## src/rtl/cc_pkg.sv

```systemverilog
package cc_pkg;

   localparam int unsigned CC_FLAG_W = 4;
   localparam int unsigned CC_SEL_W  = 4;

   localparam int unsigned CC_BIT_V = 0;
   localparam int unsigned CC_BIT_C = 1;
   localparam int unsigned CC_BIT_Z = 2;
   localparam int unsigned CC_BIT_N = 3;

   typedef logic [CC_FLAG_W-1:0] cc_flags_t;

   typedef enum logic [CC_SEL_W-1:0] {
      CC_ALWAYS = 4'd0,
      CC_ZSET   = 4'd1,
      CC_ZCLR   = 4'd2,
      CC_CSET   = 4'd3,
      CC_CCLR   = 4'd4,
      CC_NSET   = 4'd5,
      CC_NCLR   = 4'd6,
      CC_VSET   = 4'd7,
      CC_VCLR   = 4'd8,
      CC_UHI    = 4'd9,
      CC_ULS    = 4'd10,
      CC_SGE    = 4'd11,
      CC_SLT    = 4'd12,
      CC_SGT    = 4'd13,
      CC_SLE    = 4'd14,
      CC_NEVER  = 4'd15
   } cc_sel_e;

endpackage

```

## src/rtl/cc_flag_reg.sv

```systemverilog
module cc_flag_reg
   import cc_pkg::*;
#(
   parameter int unsigned FLAG_W      = CC_FLAG_W,
   parameter logic [FLAG_W-1:0] RESET_FLAGS = '0
) (
   input  logic              clk,
   input  logic              rst_n,
   input  logic [FLAG_W-1:0] alu_flags_i,
   input  logic              alu_we_i,
   input  logic              or_en_i,
   input  logic              and_en_i,
   input  logic [FLAG_W-1:0] mask_i,
   output logic [FLAG_W-1:0] flags_o
);

   logic [FLAG_W-1:0] flags_q;
   logic              cmd_any;

   assign cmd_any = or_en_i | and_en_i;

   for (genvar b = 0; b < FLAG_W; b++) begin : g_bit
      logic after_or;
      logic after_and;
      logic bit_d;

      always_comb begin
         after_or  = or_en_i  ? (flags_q[b] | mask_i[b]) : flags_q[b];
         after_and = and_en_i ? (after_or   & mask_i[b]) : after_or;
         if (cmd_any) begin
            bit_d = after_and;
         end else if (alu_we_i) begin
            bit_d = alu_flags_i[b];
         end else begin
            bit_d = flags_q[b];
         end
      end

      always_ff @(posedge clk or negedge rst_n) begin
         if (!rst_n) begin
            flags_q[b] <= RESET_FLAGS[b];
         end else begin
            flags_q[b] <= bit_d;
         end
      end
   end

   assign flags_o = flags_q;

endmodule

```

## src/rtl/cc_cond_eval.sv

```systemverilog
module cc_cond_eval
   import cc_pkg::*;
(
   input  logic [CC_SEL_W-1:0]  sel_i,
   input  logic [CC_FLAG_W-1:0] flags_i,
   output logic                 hit_o
);

   logic fn, fz, fc, fv;
   logic sgn_eq;

   assign fn     = flags_i[CC_BIT_N];
   assign fz     = flags_i[CC_BIT_Z];
   assign fc     = flags_i[CC_BIT_C];
   assign fv     = flags_i[CC_BIT_V];
   assign sgn_eq = ~(fn ^ fv);

   always_comb begin
      hit_o = 1'b0;
      case (cc_sel_e'(sel_i))
         CC_ALWAYS: hit_o = 1'b1;
         CC_ZSET:   hit_o = fz;
         CC_ZCLR:   hit_o = ~fz;
         CC_CSET:   hit_o = fc;
         CC_CCLR:   hit_o = ~fc;
         CC_NSET:   hit_o = fn;
         CC_NCLR:   hit_o = ~fn;
         CC_VSET:   hit_o = fv;
         CC_VCLR:   hit_o = ~fv;
         CC_UHI:    hit_o = ~fc & ~fz;
         CC_ULS:    hit_o = fc | fz;
         CC_SGE:    hit_o = sgn_eq;
         CC_SLT:    hit_o = ~sgn_eq;
         CC_SGT:    hit_o = ~fz & sgn_eq;
         CC_SLE:    hit_o = fz | ~sgn_eq;
         CC_NEVER:  hit_o = 1'b0;
      endcase
   end

endmodule

```

## src/rtl/cc_unit.sv

```systemverilog
module cc_unit
   import cc_pkg::*;
#(
   parameter int unsigned FLAG_W      = CC_FLAG_W,
   parameter int unsigned SEL_W       = CC_SEL_W,
   parameter int unsigned PIPE_COND   = 0,
   parameter logic [FLAG_W-1:0] RESET_FLAGS = '0
) (
   input  logic              clk,
   input  logic              rst_n,
   input  logic [FLAG_W-1:0] alu_flags_i,
   input  logic              alu_flags_we_i,
   input  logic              flag_or_i,
   input  logic              flag_and_i,
   input  logic [FLAG_W-1:0] flag_mask_i,
   input  logic [SEL_W-1:0]  cond_sel_i,
   output logic [FLAG_W-1:0] flags_o,
   output logic              cond_true_o
);

   if (FLAG_W != CC_FLAG_W) begin : g_bad_flag_w
      $error("cc_unit: FLAG_W must be %0d", CC_FLAG_W);
   end
   if (SEL_W != CC_SEL_W) begin : g_bad_sel_w
      $error("cc_unit: SEL_W must be %0d", CC_SEL_W);
   end
   if (PIPE_COND > 1) begin : g_bad_pipe
      $error("cc_unit: PIPE_COND must be 0 or 1");
   end

   logic [FLAG_W-1:0] flags_cur;
   logic              hit_comb;

   cc_flag_reg #(
      .FLAG_W      (FLAG_W),
      .RESET_FLAGS (RESET_FLAGS)
   ) u_flags (
      .clk         (clk),
      .rst_n       (rst_n),
      .alu_flags_i (alu_flags_i),
      .alu_we_i    (alu_flags_we_i),
      .or_en_i     (flag_or_i),
      .and_en_i    (flag_and_i),
      .mask_i      (flag_mask_i),
      .flags_o     (flags_cur)
   );

   cc_cond_eval u_eval (
      .sel_i   (cond_sel_i),
      .flags_i (flags_cur),
      .hit_o   (hit_comb)
   );

   if (PIPE_COND != 0) begin : g_cond_reg
      logic hit_q;
      always_ff @(posedge clk or negedge rst_n) begin
         if (!rst_n) begin
            hit_q <= 1'b0;
         end else begin
            hit_q <= hit_comb;
         end
      end
      assign cond_true_o = hit_q;
   end else begin : g_cond_comb
      assign cond_true_o = hit_comb;
   end

   assign flags_o = flags_cur;

endmodule

```

## config.mk

```make
export PLATFORM = sky130hd
export DESIGN_NAME = cc_unit
export DESIGN_NICKNAME = d
export VERILOG_FILES = /design/src/rtl/cc_pkg.sv /design/src/rtl/cc_flag_reg.sv /design/src/rtl/cc_cond_eval.sv /design/src/rtl/cc_unit.sv
export SDC_FILE = /design/constraint.sdc
export NUM_CORES = 1
export LEC_CHECK = 0
export CAP_MARGIN = 20
export CORE_AREA = 4 4 41 43
export CTS_BUF_LIST = sky130_fd_sc_hd__clkbuf_4 sky130_fd_sc_hd__clkbuf_8 sky130_fd_sc_hd__clkbuf_16
export CTS_CLUSTER_SIZE = 24
export DETAILED_ROUTE_END_ITERATION = 7
export DIE_AREA = 0 0 45 47
export GPL_ROUTABILITY_DRIVEN = 0
export SYNTH_ARGS = -nofsm -noshare
export SYNTH_HDL_FRONTEND = slang
export SYNTH_SLANG_ARGS = --single-unit
```

## constraint.sdc

```tcl
create_clock -name clk -period 3.91 [get_ports clk]
set_input_delay 1.173 -clock clk [delete_from_list [all_inputs] [get_ports clk]]
set_output_delay 1.173 -clock clk [all_outputs]
set_load 0.05 [all_outputs]
```

Yosys cells after proc, flatten, opt, wreduce, memory -nomap -nowiden

Index checks and enable logic that the tools add are counted.

Multiplexer cells: 17
Reductions and logical operators: 2
Eq/ne operators: 15
Bitwise logic cells: 19

Operators with widths:

| operator             | number |
|---|---|
| $eq A4 B4 Y1 const B | 8 |
| $eq A4 B3 Y1 const B | 4 |
| $mux W1              | 16 |
| $pmux W1 S16         | 1 |
| $eq A4 B2 Y1 const B | 2 |
| $or A1 B1 Y1         | 7 |
| $and A1 B1 Y1        | 6 |
| $not A1 Y1           | 5 |
| $eq A4 B1 Y1 const B | 1 |
| $logic_not A4 Y1     | 1 |
| $reduce_bool A2 Y1   | 1 |
| $xor A1 B1 Y1        | 1 |

Bits of input ports: 17
Output and inout port bits: 5
Bits in registers: 4

Depth between registers and ports, before layout

Gate-level depths: netlist (run 1).

Depth after elaboration: 5
Depth in mapped cells: 5
Depth with buffers taken out: 4

Modules after synthesis

A second synthesis (run 1) with hierarchy kept.

Cell total of the unflattened synthesis: 61
Area, all modules: 490.5 µm²

By module, submodules not included:

| module       | times used | cells each | seq. area each (µm²) | area each (µm²) |
|---|---|---|---|---|
| cc_flag_reg  | 1          | 29         | 100.1                | 257.7 |
| cc_cond_eval | 1          | 32         | 0.0                  | 232.7 |

Worst setup path after synthesis (run 1)

Ideal clock, no wire load.

Kind: in2out
Start point: input port cond_sel_i[0]
End point: output port cond_true_o
Arrival time: 2.937 ns
Stages: 5
Path buffers: 1
Required time: 2.737 ns
Setup slack: -0.200 ns
Path through: buf_4 inv_1 nor4_1 a211oi_1 o32ai_1

Longest elaborated chain between the ends: 2
Elaborated cells on any way between the ends: 17
Classes of those cells: eq/ne: 15; mux: 1; reduce/logical: 1

Ends and longest elaborated chain:

| element                                    | line               | text |
|---|---|---|
| from (decl)                                | cc_unit.sv:16      | `input logic [SEL_W-1:0] cond_sel_i,` |
| $eq A4 B4 Y1, or another cell as far along | cc_cond_eval.sv:20 | `case (cc_sel_e'(sel_i))` |
| $pmux W1 S16 (*)                           | cc_cond_eval.sv:20 |  |
| to (decl)                                  | cc_unit.sv:18      | `output logic cond_true_o` |

Mark *: on every way between the ends. The rest lies on a longest branch, timed or not.

Worst setup path after layout (run 1)

Start point: input port cond_sel_i[2]
End point: output port cond_true_o

Same word-level chain as after synthesis.

==> run metrics, run 1 <==
status=finished clean; pin count of the biggest net entering global routing=11; Power Dens Cells=307.0 nW/um^2; initial antenna violation count=0; final setup margin=0.06694 ns; Seq/Total Area, Yosys=24.92%; Hold Fails Final Rpt=0; Yosys warnings=0; Netlist Area Pre-Place=401.6 sq um; Worst-Skew Late Latency=0.23 ns; clk slew on worst S/H paths=0.03 ns; Core Area=1301 sq um; CP Class=input pin to output port; clk_skew=0 ns; Tot GR Track Use=13.55%; vias=520; switching pwr=82.91 uW; placed inst area=661.9 sq um; ranking of synthesized cells by area=dfrtp_1 25%, a21oi_1 10%, o22ai_1 6.2%; Pint=133.7 uW; Num CTS Buffers=3; number of global-route vias before repair=515; HPWL Detailed=971 microns; fraction of layout cells with a size suffix above 1=17.95%; Worst Max-Slew Pin Slew=0.5028 ns; commonest register cell after synthesis=dfrtp_1; Clock Sinks=4; Setup WS pre-CTS=-0.1156 ns; Yosys reg bits=4; Finished Cell Area=705.7 sq um; distinct cell type count after synthesis=28; Post-Route Utilization=54.23%; Routed Antenna Nets=0; Worst VDD drop=0.2719 mV; Worst Path Max Fanout=6; Worst setup EP type=output port; DR vias/cell=5.591; Slew Viols, Final=0; Switching Fraction=38.28%; WL/cell=13.48 microns; GR Overflow Total=0; count leader, synth=a21oi_1; drc violations=0; area growth from synthesis to layout=75.70%; Die Area=2115 sq um; fmax=260.2 MHz; sequential share of power=27.2%; worst hold path type=register to register; combinational share of power=50.0%; # rows=13; Max-cap violations=0; Initial DRC Count=2; worst path arrival time=2.67 ns; drt pass-1 iters=2; Port Buffers=21; CTS tree=built; Synth Net Count=70; Post-synth EDFFs=0; number of I/O pins=22; Clock Power Share=22.8%; cell taking the most area after synthesis=dfrtp_1; Worst Path Required=2.74 ns; Initial Utilization=30.87%; Power, Total=216.6 uW; # diodes=0; CTS root buffer=clkbuf_4; Avg Cell Area, Syn=7.578 sq um; first-pass GRT wire length=2063 microns; critical path launch point type=input pin; Rel. slew slack=66.38%; gate count of the mapped netlist=53; ys async rst share=100.0%; LEAKAGE=0.0002827 uW; max reg flops=4; RSZ-0062 raised after global routing=no; Synth top cells by count=8 x a21oi_1, 5 x inv_1, 5 x nor2_1; CTS Buffer Depth=2; Final nets=97; Tmin final=3.843 ns; final cycle utilization of the critical path=98.29%; postcts setup bufs=0; Die X=45 microns; Die Height=47 microns; Routed Wire Length=1254 microns; post-synth top area share=24.92%; final setup fails=0; H-tree depth=1; Fin Hold WS=0.6822 ns
routing by layer:
metal | vias to the layer above | GRT usage (%) | part of all wire, %
li1 | 259 | - | -
met1 | 244 | 13.07 | 42
met2 | 17 | 25.42 | 50
met3 | 0 | 6.130 | 8.6
met4 | 0 | 4.678 | 0
met5 | - | 0 | 0
through the flow:
stage          TNS [ns]  std cells
2_1_floorplan         0         53
3_3_place_gp   -0.02729         90
3_5_place_dp    -0.1156         90
4_1_cts               0         93
5_1_grt               0         93
6_report              0         93
path summary, 6_finish.rpt:
| path | from | cells past startpoint | slack (ns) | endpoint |
|---|---|---|---|---|
| worst max-delay path | cond_sel_i[2] | 5 | 0.07 | cond_true_o |
| worst min-delay path | u_flags.flags_o[1] | 2 | 0.68 | u_flags.flags_o[1] |
| worst max register to register | u_flags.flags_o[0] | 2 | 3.01 | u_flags.flags_o[0] |
| worst min register to register | u_flags.flags_o[1] | 2 | 0.68 | u_flags.flags_o[1] |
| max in group asynchronous | rst_n | 1 | 2.61 | u_flags.flags_o[1] |
| min in group asynchronous | rst_n | 1 | 1.14 | u_flags.flags_o[3] |
power groups by stage:
stage,Clock [uW],Sequential [uW],Combinational [uW]
detailed placement,0,58.8,104
CTS,52.0,58.7,109
global placement,0,58.8,103
floorplan,0,74.3,40.5
finish,49.4,58.9,108
global route,57.0,60.5,115
final cells by class:
cell class	instances	area (sq um)
fill	146	595.6
multi-input combinational	41	297.8
timing repair buffer	25	247.7
sequential	4	100.1
clock buffer	3	22.52
inverter	5	18.77
tap	15	18.77
layout by cell type, fill, tap and decap left out, types with 2 or more instances in the layout:
cell type,instances
buf_4,4
inv_1,5
dlygate4sd2_1,2
o21ai_0,4
nand2_1,2
nor2_1,5
clkdlybuf4s50_1,18
dfrtp_1,4
clkbuf_4,3
o22ai_1,4
a21oi_1,8
logic make-up (layout without fill, tap and decap cells):
family	Yosys count	after routing	synth area share, %
flops	4	4	24.92
xor+xnor	1	1	2.181
buf+inv	8	33	8.722
mux	1	1	2.492
simple gates	14	14	20.25
compound gates	25	25	41.44
timing repair:
| item | 4_1_cts | 5_1_grt |
|---|---|---|
| endpoints found under the setup margin | 1 | 1 |
| pin swaps | 1 | 0 |
| hold buffers | 0 | 0 |
| resized for setup | 6 | 1 |
| gates cloned | 0 | 0 |
critical path: stages:
cell	delay, ns
clkdlybuf4s50_1	0.53
nor4_1	0.36
a211oi_1	0.13
o32ai_4	0.30
buf_12	0.17
Power figures use the tool's default switching activity.
==> run 2, diff against run 1 <==
--- a/config.mk
+++ b/config.mk
@@ -15,3 +15,4 @@
 export SYNTH_ARGS = -nofsm -noshare
 export SYNTH_HDL_FRONTEND = slang
 export SYNTH_SLANG_ARGS = --single-unit
+export TNS_END_PERCENT = 20
==> results of run 2 <==
Same layout as run 1: the final DEF is identical, and so are final timing and power.
